## src/rtl/wfe_pkg.sv

```systemverilog
package wfe_pkg;

    typedef enum logic [1:0] {
        ST_RUN      = 2'd0,
        ST_WAIT_EVT = 2'd1,
        ST_WAIT_IRQ = 2'd2
    } core_state_e;

endpackage

```

## src/rtl/wfe_sev_bcast.sv

```systemverilog
module wfe_sev_bcast #(
    parameter int NCORES = 4
) (
    input  logic [NCORES-1:0] sev_i,
    input  logic [NCORES-1:0] awake_i,
    output logic              bcast_o
);

    logic [NCORES-1:0] qualified;

    // Only a core that is running can commit a send-event.
    always_comb begin
        qualified = sev_i & awake_i;
        bcast_o   = |qualified;
    end

endmodule

```

## src/rtl/wfe_core_fsm.sv

```systemverilog
module wfe_core_fsm
    import wfe_pkg::*;
(
    input  logic clk,
    input  logic rst_n,
    input  logic wfe_i,
    input  logic wfi_i,
    input  logic bcast_i,
    input  logic irq_i,
    output logic asleep_o,
    output logic evt_o
);

    core_state_e st_q, st_d;
    logic        mb_q, mb_d;

    always_comb begin
        st_d = st_q;
        mb_d = mb_q;
        unique case (st_q)
            ST_RUN: begin
                if (wfi_i) begin
                    st_d = ST_WAIT_IRQ;
                    mb_d = mb_q | bcast_i;
                end else if (wfe_i) begin
                    if (mb_q || bcast_i) begin
                        mb_d = 1'b0;
                    end else begin
                        st_d = ST_WAIT_EVT;
                    end
                end else begin
                    mb_d = mb_q | bcast_i;
                end
            end
            ST_WAIT_EVT: begin
                if (bcast_i) begin
                    st_d = ST_RUN;
                    mb_d = 1'b0;
                end else if (irq_i) begin
                    st_d = ST_RUN;
                end
            end
            ST_WAIT_IRQ: begin
                mb_d = mb_q | bcast_i;
                if (irq_i) begin
                    st_d = ST_RUN;
                end
            end
            default: begin
                st_d = ST_RUN;
                mb_d = 1'b0;
            end
        endcase
    end

    always_ff @(posedge clk) begin
        if (!rst_n) begin
            st_q <= ST_RUN;
            mb_q <= 1'b0;
        end else begin
            st_q <= st_d;
            mb_q <= mb_d;
        end
    end

    always_comb begin
        asleep_o = (st_q != ST_RUN);
        evt_o    = mb_q;
    end


    evt_wait_empty_chk: assert property (@(posedge clk) disable iff (!rst_n)
        (st_q == ST_WAIT_EVT) |-> !mb_q);


    wfe_consume_chk: assert property (@(posedge clk) disable iff (!rst_n)
        (st_q == ST_RUN && wfe_i && !wfi_i && (mb_q || bcast_i)) |=> (st_q == ST_RUN && !mb_q));


    wfe_sleep_chk: assert property (@(posedge clk) disable iff (!rst_n)
        (st_q == ST_RUN && wfe_i && !wfi_i && !mb_q && !bcast_i) |=> (st_q == ST_WAIT_EVT));


    wfi_sleep_chk: assert property (@(posedge clk) disable iff (!rst_n)
        (st_q == ST_RUN && wfi_i) |=> (st_q == ST_WAIT_IRQ && mb_q == $past(mb_q | bcast_i)));


    irq_wait_hold_chk: assert property (@(posedge clk) disable iff (!rst_n)
        (st_q == ST_WAIT_IRQ && !irq_i) |=> (st_q == ST_WAIT_IRQ));


    bcast_sets_flag_chk: assert property (@(posedge clk) disable iff (!rst_n)
        (bcast_i && st_q == ST_WAIT_IRQ) |=> mb_q);

endmodule

```

## src/rtl/wfe_ctrl.sv

```systemverilog
module wfe_ctrl #(
    parameter int NCORES = 4
) (
    input  logic              clk,
    input  logic              rst_n,
    input  logic [NCORES-1:0] wfe_commit_i,
    input  logic [NCORES-1:0] wfi_commit_i,
    input  logic [NCORES-1:0] sev_commit_i,
    input  logic [NCORES-1:0] irq_wake_i,
    output logic [NCORES-1:0] sleeping_o,
    output logic [NCORES-1:0] event_flag_o
);

    logic [NCORES-1:0] asleep;
    logic [NCORES-1:0] awake;
    logic              bcast;

    always_comb awake = ~asleep;

    wfe_sev_bcast #(.NCORES(NCORES)) u_bcast (
        .sev_i   (sev_commit_i),
        .awake_i (awake),
        .bcast_o (bcast)
    );

    for (genvar gi = 0; gi < NCORES; gi++) begin : g_core
        wfe_core_fsm u_fsm (
            .clk      (clk),
            .rst_n    (rst_n),
            .wfe_i    (wfe_commit_i[gi]),
            .wfi_i    (wfi_commit_i[gi]),
            .bcast_i  (bcast),
            .irq_i    (irq_wake_i[gi]),
            .asleep_o (asleep[gi]),
            .evt_o    (event_flag_o[gi])
        );
    end

    always_comb sleeping_o = asleep;


    sleeper_sev_ignored_chk: assert property (@(posedge clk) disable iff (!rst_n)
        ((sev_commit_i & awake) == '0 && event_flag_o == '0) |=> (event_flag_o == '0));

endmodule

```

## config.mk

```make
export PLATFORM = sky130hd
export DESIGN_NAME = wfe_ctrl
export DESIGN_NICKNAME = d
export VERILOG_FILES = /design/src/rtl/wfe_pkg.sv /design/src/rtl/wfe_sev_bcast.sv /design/src/rtl/wfe_core_fsm.sv /design/src/rtl/wfe_ctrl.sv
export SDC_FILE = /design/constraint.sdc
export NUM_CORES = 1
export LEC_CHECK = 0
export CORE_UTILIZATION = 29
export CTS_CLUSTER_SIZE = 30
export DETAILED_ROUTE_END_ITERATION = 7
export HOLD_SLACK_MARGIN = 0.1
export RECOVER_POWER = 50
export SLEW_MARGIN = 20
export SYNTH_ARGS = -nofsm -noshare
export SYNTH_HDL_FRONTEND = slang
export SYNTH_SLANG_ARGS = --single-unit
```

## constraint.sdc

```tcl
create_clock -name clk -period 3.9 [get_ports clk]
set_input_delay 1.17 -clock clk [delete_from_list [all_inputs] [get_ports clk]]
set_output_delay 1.17 -clock clk [all_outputs]
set_load 0.1 [all_outputs]
```

# Word level (Yosys, flattened, before mapping)
# Index checks and enable logic that the tools add are counted.
op_classes:
  n_mux: 41
  bitwise: 6
  eq_ne: 24
  n_reduce_logical: 21
op_table:
  columns: ["operator", "n"]
  rows:
  - ["$mux W2", 20]
  - ["$ne A3 B3 Y1 const B", 8]
  - ["$pmux W2 S3", 4]
  - ["$ne A4 B3 Y1 const B", 4]
  - ["$reduce_and A2 Y1", 8]
  - ["$mux W1", 13]
  - ["$pmux W1 S3", 4]
  - ["$eq A2 B1 Y1 const B", 4]
  - ["$eq A2 B2 Y1 const B", 4]
  - ["$logic_not A2 Y1", 4]
  - ["$reduce_bool A2 Y1", 4]
  - ["$ne A2 B2 Y1 const B", 3]
  - ["$and A4 B4 Y4", 1]
  - ["$logic_or A1 B1 Y1", 4]
  - ["$not A4 Y4", 1]
  - ["$or A1 B1 Y1", 4]
  - ["$reduce_or A4 Y1", 1]
  - ["$ne A2 B1 Y1 const B", 1]
totals:
  wordCells: 100
  reg_bits: 12
  out_inout_bits: 8
  inputBits: 18

# Longest topological paths before layout
# Gate-level depths: netlist of run 1.
depth:
  word_depth: 9
  mapped_depth: 4
  mapped_depth_nobuf: 4

# Cells and area by module
# From an unflattened synthesis of run 1, not the netlist that was laid out.
hier_totals:
  cells_unflattened: 69
  hier_area_um2: 645.6
by_module_without_submodules:
  columns: ["module", "instances", "cells_each", "area_per_inst_um2"]
  rows:
  - ["wfe_core_fsm at g_core[0].u_fsm ...", 3, 16, 151.4]
  - ["wfe_core_fsm at g_core[3].u_fsm", 1, 14, 157.7]
  - ["wfe_sev_bcast", 1, 3, 18.8]
  - ["wfe_ctrl", 1, 4, 15.0]

# Worst setup path after synthesis of run 1
# Ideal clock, no wire load.
synth_path:
  path_kind: "input -> register"
  start: "in sev_commit_i[2]"
  end: "reg g_core[0].u_fsm.st_q[0]"
  required_ns: 3.822
  stages: 4
  t_arrival_ns: 1.999
  slack_ns: 1.823
  cell_sequence: "nor3b_1 a2111oi_4 nand2_2 nor3_1"
synth_between:
  elab_chain_cells: 5
  word_cells_on_any_way: 7
synth_lines:
  columns: ["item", "line", "text"]
  rows:
  - ["start: declaration", "wfe_ctrl.sv:8", "input logic [NCORES-1:0] sev_commit_i,"]
  - ["$and A4 B4 Y4 (*)", "wfe_sev_bcast.sv:13", "qualified = sev_i & awake_i;"]
  - ["$reduce_or A4 Y1 (*)", "wfe_sev_bcast.sv:14", "bcast_o = |qualified;"]
  - ["$logic_or A1 B1 Y1", "wfe_core_fsm.sv:26", "if (mb_q || bcast_i) begin"]
  - ["$ne A3 B3 Y1 (no line)", null, null]
  - ["$reduce_and A2 Y1 (no line)", null, null]
  - ["end signal: assignment", "wfe_core_fsm.sv:61", "st_q <= st_d;"]
  - ["end: declaration", "wfe_core_fsm.sv:14", "core_state_e st_q, st_d;"]
# Mark *: on every way between the ends. The rest lies on a longest branch, timed or not.
# A chain may end at the register's enable or synchronous reset.

# Worst setup path in the final report of run 1
layout_path:
  start: "in sev_commit_i[0]"
  end: "reg g_core[3].u_fsm.st_q[0]"
layout_between:
  elab_chain_cells: 5
  word_cells_on_any_way: 7
layout_lines:
  columns: ["item", "line"]
  rows:
  - ["$and A4 B4 Y4 (*)", "wfe_sev_bcast.sv:13"]
  - ["$reduce_or A4 Y1 (*)", "wfe_sev_bcast.sv:14"]
  - ["$logic_or A1 B1 Y1", "wfe_core_fsm.sv:26"]
  - ["$ne A3 B3 Y1 (no line)", null]
  - ["$reduce_and A2 Y1 (no line)", null]
  - ["end signal: assignment", "wfe_core_fsm.sv:61"]
  - ["end: declaration", "wfe_core_fsm.sv:14"]
# Marked as above.

==> results.toml, run 1 <==
[outcome]
outcome = "completed"

[floorplan]
dieArea_mm2 = 0.002455
start_util = 0.3211
ioPinCount = 26
die_w_um = 49.55
design.core.area_mm2 = 0.002042
die_h_um = 49.55
row_count = 16

[cells_and_area]
stdcell_count = 126
fin_util = 0.4289
fin_nets = 118
final_cell_mix = "20 x clkdlybuf4s50_1, 12 x dfxtp_1, 10 x nor3_1"
fin_area_um2 = 875.8
drive_gt1_frac = 0.09091
final_common_cell = "clkdlybuf4s50_1"
syn_to_final_growth_pct = 33.59
antennaDiodeCount = 0

[placement]
port_buffers = 25
gp_congestion = 0.7627
dp_cells = 122
place_hpwl_um = 1116
placed_area_um2 = 869.6
dpl_worst_slack_ns = 1.239

[clock_network]
cts_tree = "yes"
clockBufferDepth = 2
cts_max_level = 1
hold_buffers = 0
root_buffer = "clkbuf_4"
cts_sinks = 12
cts_setup_buffers = 0
path_clk_slew_ns = 0.08
cts_resized = 0
clk_latency_ns = 0.27
numCtsBuffers = 3

[route]
drt_wl_total_um = 1429
drcViolationCount = 0
drt_iter0_drc = 10
vias = 605
post_drt_wl_per_cell_um = 11.34
postRouteAntennaNets = 0
first_pass_iters = 4
avgViaCountPerCell = 4.802

[setup_path]
cp-start-kind = "input pin"
crit_family = "compound AO/OA/AOI/OAI gates"
critPathLaunch = "sev_commit_i[0]"
critPathArrivalTime_ns = 3.27
worstSetupPathType = "input pin to register"
path_max_fanout = 5
reg2reg_setup_slack_ns = 1.72
cp.required_ns = 4.10
slowest_stage = "a2111oi_0"
r2r-start = "g_core[0].u_fsm.st_q[0]"
cp-end-kind = "register"
slowest_delay_ns = 1.13
path_buf_inv = 1
cp_cell_sequence = "clkdlybuf4s50_1 > nor3b_1 > a2111oi_0 > nand2_2 > nor3_1"

[timing]
setup_viol = 0
clock.fmax_ghz = 0.3252
rsz0062_at_grt = "no"
finalClockSkew_ns = 0.002655
tightest_slew_ns = 1.376
fin_crit_sh = 0.7884
report.final.slew_viol_count = 0
period_needed_ns = 3.075
tns_ns = 0
setup_ws_ns = 0.8254
maxSlewHeadroom = 0.05922
finalHoldViolCount = 0

[global_route]
antenna_found_initial = 0
first_global_vias = 556
overflow = 0
grt_max_degree = 8
grt_usage = 0.1249
grt_pass1_wl_um = 2263

[synth]
ys_seq_area_frac = 0.3664
ys.warnings.count = 0
postSynthAreaPerCell_um2 = 8.406
synth_cells = 78
ys_seq_elements = 12
netlist_area_um2 = 655.6
synth_nets = 96
yosysUniqueCellTypes = 18

[worst_hold_path]
worstHoldStart = "g_core[1].u_fsm.evt_o"
hp-class = "register to register"

[power]
peakVddDrop_mv = 0.2035
power_density_mw_per_mm2 = 401.3
leakagePower_nw = 0.3374

[flow_run]
cap_viol_max_count = 0
[cell type report]
| class | instances | area, um2 |
|---|---|---|
| Multi-Input combinational cell | 52 | 314.1 |
| Clock buffer | 4 | 36.28 |
| Sequential cell | 12 | 240.2 |
| Fill cell | 244 | 1166 |
| Timing Repair Buffer | 25 | 229.0 |
| Inverter | 6 | 22.52 |
| Tap cell | 27 | 33.78 |
[layer usage]
metal / vias up / GRT usage / part of all wire
met5: - / 0 / 0
met2: 16 / 0.1802 / 0.45
met1: 275 / 0.1632 / 0.50
met3: 0 / 0.03704 / 0.054
met4: 0 / 0.07143 / 0
li1: 314 / - / -
[kinds of logic (layout without fill, tap and decap cells)]
logic type             count (synthesis)  in the layout  share of synthesized area
AOI/OAI and AO/OA                     18             18                     0.2004
buffers and inverters                 14             35                     0.1260
DFF                                   12             12                     0.3664
muxes                                  2              2                    0.03054
and+or+nand+nor                       32             32                     0.2767
[flip-flops by register name, summed over array words and instances, names as in the netlist]
register            flops
g_core.u_fsm.evt_o      4
g_core.u_fsm.st_q       8
[worst paths after layout]
kind / to / depth (start not counted)
hold / removal: g_core[1].u_fsm.evt_o / 2
setup / recovery: g_core[3].u_fsm.st_q[0] / 5
setup reg to reg: g_core[3].u_fsm.st_q[0] / 4
hold reg to reg: g_core[1].u_fsm.evt_o / 2
[tightest hold or removal path, delay by kind of cell, from the launching register on]
kind / cells / cell delay (ns)
simple gates: 1 / 0.10
flops: 1 / 0.34
compound gates: 1 / 0.04
[synth_stat cells]
master	number	share of area
nand2_2	1	0.0095
nor2_1	7	0.040
nand3b_1	2	0.023
nor3b_1	3	0.034
a2111oi_4	1	0.042
or2_2	3	0.029
a2111oi_0	2	0.027
mux2i_1	2	0.031
o21bai_1	2	0.023
inv_1	6	0.034
o21ai_0	4	0.031
buf_4	8	0.092
dfxtp_1	12	0.37
a2111o_1	1	0.017
nand2b_1	4	0.038
a21oi_1	8	0.061
nor3_1	10	0.076
nand4b_1	2	0.027
[power breakdown]
part	internal, W	total (W)	switching (W)
Sequential	0.000130	0.000139	0.00000850
Combinational	0.0000357	0.000111	0.0000748
Clock	0.0000567	0.000102	0.0000454
Total	0.000223	0.000351	0.000129
[per-stage QoR]
stage          total power [W]  hold slack [ns]
2_1_floorplan        0.0002310           0.4787
6_report             0.0003515           0.5260
4_1_cts              0.0003611           0.5219
3_5_place_dp         0.0002590           0.5107
3_3_place_gp         0.0002577           0.4987
5_1_grt              0.0003679           0.5680
(Power assumes the default switching activity.)
==> run 2: changes to the inputs <==
==> constraint.sdc (replaced) <==
create_clock -name clk -period 3.15 [get_ports clk]
set_input_delay 0.945 -clock clk [delete_from_list [all_inputs] [get_ports clk]]
set_output_delay 0.945 -clock clk [all_outputs]
set_load 0.1 [all_outputs]
==> results.toml, run 2 (synthesis gave the netlist of run 1 again) <==
[outcome]
outcome = "completed"

[timing]
maxSlewHeadroom = 0.2262
fin_crit_sh = 0.8451
setup_viol = 0
finalClockSkew_ns = 0.01264
clock.fmax_ghz = 0.3757
whs_ns = 0.5169
rsz0062_at_grt = "no"
tightest_slew_ns = 1.166
tns_ns = 0
period_needed_ns = 2.662
finalHoldViolCount = 0
report.final.slew_viol_count = 0

[setup_path]
cp.required_ns = 2.20
cp-start-kind = "register"
reg2reg_setup_slack_ns = 1.61
r2r-start = "g_core[2].u_fsm.st_q[1]"
critPathArrivalTime_ns = 1.72
reg2reg_to = "g_core[3].u_fsm.st_q[0]"
worstSetupPathType = "register to output pin"
cp-endpoint = "sleeping_o[0]"
rr_worst_depth = 4
critPathLaunch = "g_core[0].u_fsm.st_q[0]"
cp-end-kind = "output pin"
path_max_fanout = 7

[cells_and_area]
drive_gt1_frac = 0.1111
final_common_cell = "clkdlybuf4s50_1"
fin_nets = 118
antennaDiodeCount = 0
final_cell_mix = "16 x clkdlybuf4s50_1, 12 x dfxtp_1, 10 x nor3_1"
syn_to_final_growth_pct = 33.21
largest_register_ffs = 8
regMostFlops = "g_core.u_fsm.st_q"

[power]
leakagePower_nw = 0.3329
peakVddDrop_mv = 0.1688
power_density_mw_per_mm2 = 495.3
total_power_w = 0.0004325

[floorplan]
dieArea_mm2 = 0.002455
die_w_um = 49.55
die_h_um = 49.55
ioPinCount = 26
row_count = 16
design.core.area_mm2 = 0.002042
start_util = 0.3211

[clock_network]
numCtsBuffers = 3
clockBufferDepth = 2
clk_latency_ns = 0.27
root_buffer = "clkbuf_4"
cts_resized = 0
cts_sinks = 12
hold_buffers = 0
cts_max_level = 1
cts_setup_buffers = 0
cts_tree = "yes"
path_clk_slew_ns = 0.09

[placement]
place_hpwl_um = 1167
port_buffers = 25
gp_congestion = 0.7553

[route]
first_pass_iters = 4
postRouteAntennaNets = 0
drt_wl_total_um = 1534
post_drt_wl_per_cell_um = 12.17
drcViolationCount = 0
vias = 619
avgViaCountPerCell = 4.913
drt_iter0_drc = 17

[global_route]
grt_max_degree = 8
grt_usage = 0.1306
grt_pass1_wl_um = 2449
first_global_vias = 519
overflow = 0
antenna_found_initial = 0

[flow_run]
cap_viol_max_count = 0

[worst_hold_path]
hp-class = "register to register"
[run 2: final cells by class]
class	count	area, um2
repair buffers	25	207.7
flip-flops and latches	12	240.2
well taps	27	33.78
clock buffers	4	36.28
fillers	226	1169
multi-input cells	52	332.8
inverters	6	22.52
[run 2: metal layers]
layer	routed length (um)	global-route usage	share of wire
met1	704	0.1779	0.46
met2	694	0.1937	0.45
met3	122	0.03086	0.080
met4	13	0.05714	0.0085
met5	0	0	0
[run 2: worst max-delay path: stages, from the launching register on]
cell and delay, ns:
dfxtp_1 0.44, or2_2 0.15, clkbuf_1 0.85
[run 2: how the worst min path moves through the flow]
stage / from / to / cells past startpoint
2_1_floorplan: g_core[3].u_fsm.st_q[1] / g_core[3].u_fsm.st_q[0] / 1
3_3_place_gp: g_core[3].u_fsm.st_q[1] / g_core[3].u_fsm.st_q[0] / 1
3_5_place_dp: g_core[0].u_fsm.evt_o / g_core[0].u_fsm.evt_o / 2
4_1_cts: g_core[0].u_fsm.evt_o / g_core[0].u_fsm.evt_o / 2
5_1_grt: g_core[1].u_fsm.evt_o / g_core[1].u_fsm.evt_o / 2
6_report: g_core[0].u_fsm.evt_o / g_core[0].u_fsm.evt_o / 2
[run 2: metrics by stage]
step	std cells	instance area, um2	setup WS [ns]	util
5_1_grt	126	873.3	0.4222	0.4277
3_3_place_gp	122	859.6	0.7160	0.4210
2_1_floorplan	78	655.6	1.298	-
4_1_cts	126	895.9	0.9289	0.4387
6_report	126	873.3	0.4880	0.4277
3_5_place_dp	122	859.6	0.6828	0.4210
[run 2: where the power goes]
group          switching (W)  total [W]  internal [W]
Clock              0.0000534   0.000124     0.0000702
Sequential         0.0000111   0.000172      0.000161
Combinational      0.0000957   0.000137     0.0000409
